## config.mk

```make
export PLATFORM = sky130hd
export DESIGN_NAME = scsi_tgt_engine
export DESIGN_NICKNAME = d
export VERILOG_FILES = /design/src/rtl/scsi_tgt_pkg.sv /design/src/rtl/scsi_tgt_sync.sv /design/src/rtl/scsi_tgt_hshake.sv /design/src/rtl/scsi_tgt_engine.sv
export SDC_FILE = /design/constraint.sdc
export NUM_CORES = 1
export LEC_CHECK = 0
export CORE_AREA = 2 2 107 109
export CTS_BUF_LIST = sky130_fd_sc_hd__clkbuf_8 sky130_fd_sc_hd__clkbuf_16
export CTS_CLUSTER_DIAMETER = 200
export CTS_CLUSTER_SIZE = 40
export DETAILED_ROUTE_END_ITERATION = 16
export DIE_AREA = 0 0 109 111
export GPL_TIMING_DRIVEN = 0
export PLACE_DENSITY = 0.72
export REMOVE_ABC_BUFFERS = 1
export SYNTH_ARGS = -nofsm -noshare
export SYNTH_HDL_FRONTEND = slang
export SYNTH_HIERARCHICAL = 1
export SYNTH_SLANG_ARGS = --single-unit
```

## constraint.sdc

```tcl
create_clock -name clk -period 5.5 [get_ports clk]
set_clock_uncertainty 0.1 [all_clocks]
set_input_delay 1.1 -clock clk [delete_from_list [all_inputs] [get_ports clk]]
set_output_delay 1.1 -clock clk [all_outputs]
set_load 0.005 [all_outputs]
```

## src/rtl/scsi_tgt_pkg.sv

```systemverilog
`timescale 1ns/1ps
package scsi_tgt_pkg;

    typedef enum logic [1:0] {
        HS_IDLE = 2'd0,
        HS_REQ  = 2'd1,
        HS_REL  = 2'd2
    } hs_state_e;

    // register offsets
    localparam logic [2:0] OFS_LINES  = 3'd0;
    localparam logic [2:0] OFS_MASK   = 3'd1;
    localparam logic [2:0] OFS_CAP    = 3'd2;
    localparam logic [2:0] OFS_DOUT   = 3'd3;
    localparam logic [2:0] OFS_CNT_HI = 3'd4;
    localparam logic [2:0] OFS_CNT_LO = 3'd5;

    // mask bit positions
    localparam int M_BSY  = 7;
    localparam int M_SEL  = 6;
    localparam int M_CD   = 5;
    localparam int M_IO   = 4;
    localparam int M_MSG  = 3;
    localparam int M_REQ  = 2;
    localparam int M_RST  = 1;
    localparam int M_AUTO = 0;

endpackage

```

## src/rtl/scsi_tgt_sync.sv

```systemverilog
`timescale 1ns/1ps
module scsi_tgt_sync #(
    parameter int WIDTH  = 13,
    parameter int STAGES = 2
) (
    input  logic             clk,
    input  logic             rst_n,
    input  logic [WIDTH-1:0] async_i,
    output logic [WIDTH-1:0] sync_o
);
    logic [STAGES-1:0][WIDTH-1:0] stg_d, stg_q;

    always_comb begin
        stg_d    = stg_q;
        stg_d[0] = async_i;
        for (int i = 1; i < STAGES; i++) begin
            stg_d[i] = stg_q[i-1];
        end
    end

    always_ff @(posedge clk) begin
        if (!rst_n) stg_q <= '0;
        else        stg_q <= stg_d;
    end

    assign sync_o = stg_q[STAGES-1];
endmodule

```

## src/rtl/scsi_tgt_hshake.sv

```systemverilog
`timescale 1ns/1ps
module scsi_tgt_hshake
    import scsi_tgt_pkg::*;
#(
    parameter int CNT_W      = 16,
    parameter int PIPE_DEPTH = 3
) (
    input  logic             clk,
    input  logic             rst_n,
    input  logic             auto_en,
    input  logic             send_mode,
    input  logic             data_wr,
    input  logic             cap_rd,
    input  logic             cnt_wr_hi,
    input  logic             cnt_wr_lo,
    input  logic [7:0]       wdata,
    input  logic             ack_s,
    input  logic [7:0]       cap_byte,
    output logic             req_o,
    output logic             pace_o,
    output logic [CNT_W-1:0] cnt_o,
    output logic [7:0]       tail_o
);
    localparam int HI_W = CNT_W - 8;
    localparam logic [CNT_W-1:0] ONE = 1;

    typedef struct packed {
        hs_state_e                  st;
        logic [CNT_W-1:0]           cnt;
        logic                       armed;
        logic                       auto_prev;
        logic [PIPE_DEPTH-1:0][7:0] pipe;
    } eng_s;

    eng_s q, n;
    logic auto_rise, rx_mode, pop, kick, armed_now;

    always_comb begin
        n         = q;
        auto_rise = auto_en & ~q.auto_prev;
        rx_mode   = auto_en & ~send_mode;
        pop       = cap_rd & rx_mode;
        armed_now = q.armed | auto_rise;
        kick      = auto_en & (send_mode ? data_wr : (auto_rise | pop));

        n.auto_prev = auto_en;
        if (auto_rise) n.armed = 1'b1;

        if (pop) begin
            for (int i = PIPE_DEPTH - 1; i > 0; i--) begin
                n.pipe[i] = q.pipe[i-1];
            end
            n.pipe[0] = cap_byte;
        end
        if (auto_rise) n.pipe = '0;

        unique case (q.st)
            HS_IDLE: if (kick && armed_now && q.cnt != '0) n.st = HS_REQ;
            HS_REQ:  if (ack_s) n.st = HS_REL;
            HS_REL: begin
                if (!ack_s) begin
                    n.st  = HS_IDLE;
                    n.cnt = q.cnt - ONE;
                    if (q.cnt == ONE) n.armed = 1'b0;
                end
            end
            default: n.st = HS_IDLE;
        endcase

        if (!auto_en) n.st = HS_IDLE;

        if (cnt_wr_hi) n.cnt[CNT_W-1:8] = wdata[HI_W-1:0];
        if (cnt_wr_lo) n.cnt[7:0]       = wdata;
    end

    always_ff @(posedge clk) begin
        if (!rst_n) begin
            q.st        <= HS_IDLE;
            q.cnt       <= '0;
            q.armed     <= 1'b0;
            q.auto_prev <= 1'b0;
            q.pipe      <= '0;
        end else begin
            q <= n;
        end
    end

    assign req_o  = (q.st == HS_REQ);
    assign pace_o = (q.st == HS_IDLE);
    assign cnt_o  = q.cnt;
    assign tail_o = q.pipe[PIPE_DEPTH-1];

    assert_req_needs_count_R10: assert property (@(posedge clk) disable iff (!rst_n)
        $rose(req_o) |-> $past(q.cnt) != '0);

    assert_req_drop_R7: assert property (@(posedge clk) disable iff (!rst_n)
        (q.st == HS_REQ && ack_s) |=> !req_o);

    assert_no_req_manual_R11: assert property (@(posedge clk) disable iff (!rst_n)
        !auto_en |=> !req_o);

    assert_cnt_step_R6: assert property (@(posedge clk) disable iff (!rst_n)
        (q.cnt != $past(q.cnt)) && !$past(cnt_wr_hi || cnt_wr_lo)
        |-> q.cnt == $past(q.cnt) - ONE);
endmodule

```

## src/rtl/scsi_tgt_engine.sv

```systemverilog
`timescale 1ns/1ps
module scsi_tgt_engine
    import scsi_tgt_pkg::*;
#(
    parameter int CNT_W       = 16,
    parameter int PIPE_DEPTH  = 3,
    parameter int SYNC_STAGES = 2
) (
    input  logic       clk,
    input  logic       rst_n,
    input  logic       reg_wr,
    input  logic       reg_rd,
    input  logic [2:0] reg_addr,
    input  logic [7:0] reg_wdata,
    output logic [7:0] reg_rd_data,
    input  logic       bsy_in,
    input  logic       sel_in,
    input  logic       ack_in,
    input  logic       atn_in,
    input  logic       rst_in,
    input  logic [7:0] db_in,
    output logic       bsy_out,
    output logic       sel_out,
    output logic       cd_out,
    output logic       io_out,
    output logic       msg_out,
    output logic       req_out,
    output logic       rst_out,
    output logic [7:0] db_out,
    output logic       db_oe,
    output logic       pace
);
    localparam int SW = 13;

    typedef struct packed {
        logic [7:0] mask;
        logic [7:0] dout;
        logic [7:0] cap;
        logic       ack_prev;
    } top_s;

    top_s q, n;

    logic [SW-1:0]    sync_out;
    logic             bsy_s, sel_s, ack_s, atn_s, rst_s;
    logic [7:0]       db_s;
    logic             eng_req, eng_pace;
    logic [CNT_W-1:0] eng_cnt;
    logic [7:0]       eng_tail;
    logic             driving, auto_on, rx_view;

    scsi_tgt_sync #(.WIDTH(SW), .STAGES(SYNC_STAGES)) u_sync (
        .clk     (clk),
        .rst_n   (rst_n),
        .async_i ({bsy_in, sel_in, ack_in, atn_in, rst_in, db_in}),
        .sync_o  (sync_out)
    );
    assign {bsy_s, sel_s, ack_s, atn_s, rst_s, db_s} = sync_out;

    assign auto_on = q.mask[M_AUTO];
    assign driving = q.mask[M_IO] & q.mask[M_BSY];
    assign rx_view = auto_on & ~q.mask[M_IO];

    scsi_tgt_hshake #(.CNT_W(CNT_W), .PIPE_DEPTH(PIPE_DEPTH)) u_hs (
        .clk       (clk),
        .rst_n     (rst_n),
        .auto_en   (auto_on),
        .send_mode (q.mask[M_IO]),
        .data_wr   (reg_wr && reg_addr == OFS_DOUT),
        .cap_rd    (reg_rd && reg_addr == OFS_CAP),
        .cnt_wr_hi (reg_wr && reg_addr == OFS_CNT_HI),
        .cnt_wr_lo (reg_wr && reg_addr == OFS_CNT_LO),
        .wdata     (reg_wdata),
        .ack_s     (ack_s),
        .cap_byte  (q.cap),
        .req_o     (eng_req),
        .pace_o    (eng_pace),
        .cnt_o     (eng_cnt),
        .tail_o    (eng_tail)
    );

    always_comb begin
        n          = q;
        n.ack_prev = ack_s;
        if (ack_s && !q.ack_prev && !driving) n.cap = db_s;
        if (reg_wr) begin
            if (reg_addr == OFS_MASK) n.mask = reg_wdata;
            if (reg_addr == OFS_DOUT) n.dout = reg_wdata;
        end
    end

    always_ff @(posedge clk) begin
        if (!rst_n) q <= '0;
        else        q <= n;
    end

    always_comb begin
        unique case (reg_addr)
            OFS_LINES:  reg_rd_data = {bsy_s, sel_s, ack_s, atn_s, rst_s, 3'b000};
            OFS_MASK:   reg_rd_data = q.mask;
            OFS_CAP:    reg_rd_data = rx_view ? eng_tail : q.cap;
            OFS_DOUT:   reg_rd_data = q.dout;
            OFS_CNT_HI: reg_rd_data = eng_cnt[CNT_W-1:8];
            OFS_CNT_LO: reg_rd_data = eng_cnt[7:0];
            default:    reg_rd_data = 8'h00;
        endcase
    end

    assign bsy_out = q.mask[M_BSY];
    assign sel_out = q.mask[M_SEL];
    assign cd_out  = q.mask[M_CD];
    assign io_out  = q.mask[M_IO];
    assign msg_out = q.mask[M_MSG];
    assign rst_out = q.mask[M_RST];
    assign req_out = auto_on ? eng_req : q.mask[M_REQ];
    assign db_out  = q.dout;
    assign db_oe   = driving;
    assign pace    = eng_pace;

    assert_manual_req_R2: assert property (@(posedge clk) disable iff (!rst_n)
        ($rose(req_out) && !auto_on) |-> $past(reg_wr && reg_addr == OFS_MASK));

    assert_oe_from_mask_R4: assert property (@(posedge clk) disable iff (!rst_n)
        $rose(db_oe) |-> $past(reg_wr && reg_addr == OFS_MASK));
endmodule

```

# Word-level counts from Yosys, hierarchy flattened
# Index checks and enable logic that the tools add are counted.
classes:
  add_sub_neg: 1
  eq_ne: 13
  n_mux: 13
  n_bitwise: 10
  reduce_logical: 22
ops:
  columns: ["op", "n"]
  rows:
  - ["8-bit case mux with 6 select lines", 1]
  - ["8-bit 2-to-1 mux", 3]
  - ["19-bit 2-to-1 mux", 1]
  - ["17-bit 2-to-1 mux", 1]
  - ["16-bit by 1-bit equality test with 1-bit output, second input constant", 1]
  - ["16-bit nonzero test", 1]
  - ["16-bit by 1-bit subtractor with 16-bit output, second input constant", 1]
  - ["2-bit AND reduction", 5]
  - ["1-bit logical AND", 8]
  - ["2-bit by 1-bit != test with 1-bit output, second input constant", 4]
  - ["3-bit by 2-bit equality test with 1-bit output, second input constant", 2]
  - ["3-bit equality test, second input constant", 2]
  - ["2-bit case mux with 3 select lines", 1]
  - ["1-bit AND", 5]
  - ["1-bit 2-to-1 mux", 4]
  - ["2-bit 2-to-1 mux", 2]
  - ["2-bit nonzero test", 2]
  - ["3-bit by 1-bit equality test with 1-bit output, second input constant", 1]
  - ["3-bit logical NOT", 1]
  - ["1-bit NOT", 3]
  - ["3-bit AND reduction", 1]
  - ["2-bit by 1-bit equality test with 1-bit output, second input constant", 1]
  - ["2-bit equality test, second input constant", 1]
  - ["1-bit logical NOT", 2]
  - ["4 further kinds", 5]
totals:
  ff_bits: 95
  in_bits: 28
  out_inout_bits: 25
  word_cells: 73

# Longest topological paths before layout
depth:
  depth_word: 10
  depth_mapped: 8
  depth_no_buf: 6

# Modules after synthesis
# The synthesis kept the hierarchy.
by_module_without_submodules:
  columns: ["module", "n_inst", "cells_each", "area_each_um2", "seq_area_each_um2"]
  rows:
  - ["scsi_tgt_hshake", 1, 260, 2138.3, 880.8]
  - ["scsi_tgt_engine", 1, 177, 1665.3, 500.5]
  - ["scsi_tgt_sync", 1, 54, 730.7, 520.5]

# Worst setup path after synthesis
# OpenSTA, ideal clock, no wires.
synth_timing:
  kind: "input -> output"
  from: "input port reg_addr[0]"
  to: "output port reg_rd_data[3]"
  t_arrival_ns: 1.899
  required_ns: 4.300
  slack_ns: 2.401
  cell_stages: 4
  path_buffers: 2
  path_cell_list: "buf_6 or3b_1 buf_6 o221ai_2"
synth_between:
  elab_chain_cells: 2
  elab_cells_between_ends: 7
  cone_classes: "5 x eq/ne; 1 x mux; 1 x reduce/logical"
synth_lines:
  columns: ["item", "line", "text"]
  rows:
  - ["start, declared", "scsi_tgt_engine.sv:13", "input logic [2:0] reg_addr,"]
  - ["3-bit equality test (tied with other cells)", "scsi_tgt_engine.sv:98", "unique case (reg_addr)"]
  - ["8-bit case mux with 6 select lines *", "scsi_tgt_engine.sv:98", null]
  - ["end, declared", "scsi_tgt_engine.sv:15", "output logic [7:0] reg_rd_data,"]
# Mark *: on every way between the ends. The rest lies on a longest branch, timed or not.

# Worst setup path after layout
layout_timing:
  from: "input port reg_addr[1]"
  to: "output port reg_rd_data[7]"
# The elaborated chain is that of the path after synthesis.

==> run_results.csv <==
group,metric,value,unit
place,portBuffers,52,
setup_path,crit_type,"input pin to primary output",
global_route,grt_use_met1,23.3,%
timing,setup_viol,0,
logic_synthesis,synth_top_area_share,41.9,%
drt,dr.pass1.iters,5,
logic_synthesis,ys.flop_type,"dfxtp_1",
worst_hold_path,hold_end,"u_sync/sync_o[3]$_SDFF_PN0_",
place,hpwl,6740,microns
timing,final_hold_viol_count,0,
clocking,clk_pin_slew,70,ps
clocking,cts_buffer_depth,2,
drt,drc_errors,0,
place,place.gp.congestion,0.884,
logic_synthesis,synthTopCellsByCount,"dfxtp_1 (95), nand2_1 (75), buf_4 (34), a21oi_1 (29), o21ai_0 (24)",
die,fp.dieW,109,microns
power_and_ir_drop,max-vdd-ir-drop,0.182,mV
place,placed_area,4860,sq um
setup_path,r2r_cells,6,
logic_synthesis,ys_async_sr_fraction,0,%
global_route,antenna_found_initial,0,
cells_and_area,design_area,5170,sq um
setup_path,r2r-start,"u_hs/cnt_o[1]$_SDFFE_PN0P_",
clocking,cts_made_buffers,9,
die,die_h,111,microns
logic_synthesis,synth_cell_type_count,59,
global_route,met2_usage,26.4,%
setup_path,path_max_fanout,22,
setup_path,cpPeakStageDelay,1170,ps
setup_path,worst_ep_required_time,4300,ps
worst_hold_path,hold_class,"flip-flop to flip-flop",
global_route,grt_overflow_total,0,
run_status,status,"complete, no violations",
power_and_ir_drop,powerDensity,281,nW/um^2
global_route,grt_pass1_vias,3197,
setup_path,start_kind,"input pin",
cells_and_area,nFillCells,1029,
drt,drt-total-wl,9870,microns
clocking,cts_tree,"built",
logic_synthesis,synth.most_common_cell,"dfxtp_1",
cells_and_area,drive_above_1_share,13.7,%
setup_path,crit_chain,"clkdlybuf4s50_1 > or3b_1 > o221ai_2 > clkdlybuf4s50_1",
clocking,cts_sinks,95,
worst_hold_path,min_path_cells,1,
timing,rsz0062_at_grt,"no",
global_route,track_usage,17.0,%
clocking,clk_latency,340,ps
drt,ant_nets,0,
die,die_area,12100,sq um
drt,route.vias.total,3438,
clocking,cts_root_buf,"clkbuf_16",
place,dp.cells,630,
setup_path,regToRegEndpoint,"u_hs/cnt_o[12]$_SDFFE_PN0P_",
clocking,cts_resized,0,
global_route,grtUsageMet3,3.29,%
global_route,busiest_layer,"met2",
global_route,grt_max_degree,71,
setup_path,reg2reg_slack,3320,ps
drt,drt-wirelength-per-cell,15.3,microns
timing,fmax,0.199,GHz
timing,finalCritPeriodShare,91.5,%
clocking,htreeDepth,3,
die,ios,53,
cells_and_area,n_antenna_cell,0,
clocking,cts-hold-fix-buffers,0,
clocking,post_cts_buffers,0,
logic_synthesis,syn_inst,491,
setup_path,cp-end-kind,"primary output",
cells_and_area,area.sequential,1900,sq um
die,core-area,11100,sq um
cells_and_area,nNetsFinal,528,
logic_synthesis,ys_seq_area_share,41.9,%
die,rows,39,
setup_path,cp.arrival,3830,ps
drt,drtIter0Drc,233,
worst_hold_path,holdCritStartpoint,"u_sync/stg_d[16]$_SDFF_PN0_",
logic_synthesis,yosysTopAreaCell,"dfxtp_1",
cells_and_area,synthToLayoutAreaGrowth,14.1,%
power_and_ir_drop,leakage,1.77,nW
timing,relSlewSlack,28.5,%
cells_and_area,multiInputGateArea,2220,sq um
die,start_util,40.9,%
drt,via_per_inst,5.32,
logic_synthesis,synth_area,4530,sq um
global_route,grt_pass1_wl,16300,microns
setup_path,cp_slowest_cell,"clkdlybuf4s50_1",
timing,worst_pin_slew,1070,ps
timing,slew_violations,0,
logic_synthesis,yosys_warnings,6,
logic_synthesis,synth_edf_count,0,
setup_path,crit_top_cell,"clkdlybuf4s50_1",
logic_synthesis,synth-seq-cells,95,
logic_synthesis,synth.avg_cell_area,9.23,sq um
timing,period_minus_slack,5030,ps
logic_synthesis,synth.area.top_cells,"dfxtp_1 (42%), nand2_1 (6.2%), buf_4 (5.6%), mux2i_1 (4.2%), and2_2 (3.3%)",
cells_and_area,finalNonFillerCells,646,
run,maxCapViolations,0,
-- where the power goes --
group | leakage (nW) | switching [mW] | internal [mW]
sequential | 0.773 | 0.0127 | 0.704
combinational | 0.850 | 0.0570 | 0.0557
clock | 0.152 | 0.299 | 0.326
total | 1.77 | 0.369 | 1.09
-- worst max-delay path by stage --
stage / startpoint / to / slack [ps] / cells past startpoint
floorplan: reg_addr[2] / u_hs/q[0]$_SDFFE_PP0P_ / 1880 / 5
global placement: reg_addr[0] / u_hs/tail_o[3]$_SDFFE_PP0P_ / -50 / 6
detailed placement: reg_addr[1] / reg_rd_data[7] / 460 / 4
CTS: reg_addr[1] / reg_rd_data[7] / 470 / 4
global route: reg_addr[0] / reg_rd_data[7] / 320 / 4
finish: reg_addr[1] / reg_rd_data[7] / 470 / 4
-- layer usage --
layer | up-vias | wire length [microns]
li1 | 1684 | -
met2 | 116 | 4580
met5 | - | 0
met3 | 16 | 604
met1 | 1622 | 4490
met4 | 0 | 186
-- per-stage QoR --
step                      setup WS (ps)  TNS [ps]  util, %  power [mW]  hold slack [ps]
after floorplan                    1880         0        -       0.784              312
after global placement            -53.2      -391     43.7       0.842              316
after detailed placement            462         0     43.9       0.844              320
after CTS                           469         0     46.7        1.46              338
after global routing                319         0     46.7        1.51              345
final                               468         0     46.7        1.45              338
-- layout make-up --
| class | instances | share of cell area, % |
|---|---|---|
| clock inverter | 7 | 1.72 |
| clock buffer | 9 | 4.35 |
| inverter | 9 | 0.653 |
| multi-input combinational | 330 | 42.9 |
| sequential | 95 | 36.8 |
| tap | 143 | 3.46 |
| timing repair buffer | 53 | 10.2 |
-- sequential cells by signal, indices dropped and copies added, names as in the netlist --
signal and count:
db_out 8, bsy_out 1, cd_out 1, sel_out 1
u_hs/cnt_o 16, u_hs/q 20, u_sync/sync_o 13, u_hs/tail_o 8
rst_out 1, msg_out 1, io_out 1, q 10
u_sync/stg_d 13, auto_on 1
-- cell families after synthesis --
| logic type | count (synthesis) | synth area share [%] |
|---|---|---|
| and+or+nand+nor | 185 | 23.7 |
| xor gates and xnor gates | 10 | 1.93 |
| DFF | 95 | 41.9 |
| buffers and inverters | 66 | 9.33 |
| muxes | 28 | 6.68 |
| adders and majority gates | 2 | 0.552 |
| AOI/OAI and AO/OA | 105 | 15.9 |
-- placed cells by master (no fill, tap or decap), types with 8 or more instances in the layout --
cell type / synthesis / final
a21boi_0: 12 / 12
a21oi_1: 29 / 29
and2_1: 9 / 9
and2_2: 20 / 20
clkbuf_16: 0 / 9
clkdlybuf4s50_1: 0 / 51
dfxtp_1: 95 / 95
inv_1: 8 / 8
mux2i_1: 19 / 19
nand2_1: 75 / 75
nand3_1: 14 / 14
nor2_1: 8 / 8
nor2b_1: 13 / 13
o21ai_0: 24 / 24
-- critical path, delay by kind of cell --
kind	cells	cell delay, ps
compound gates	1	320
buf+inv	2	1740
simple gates	1	660
(Power assumes the default switching activity.)
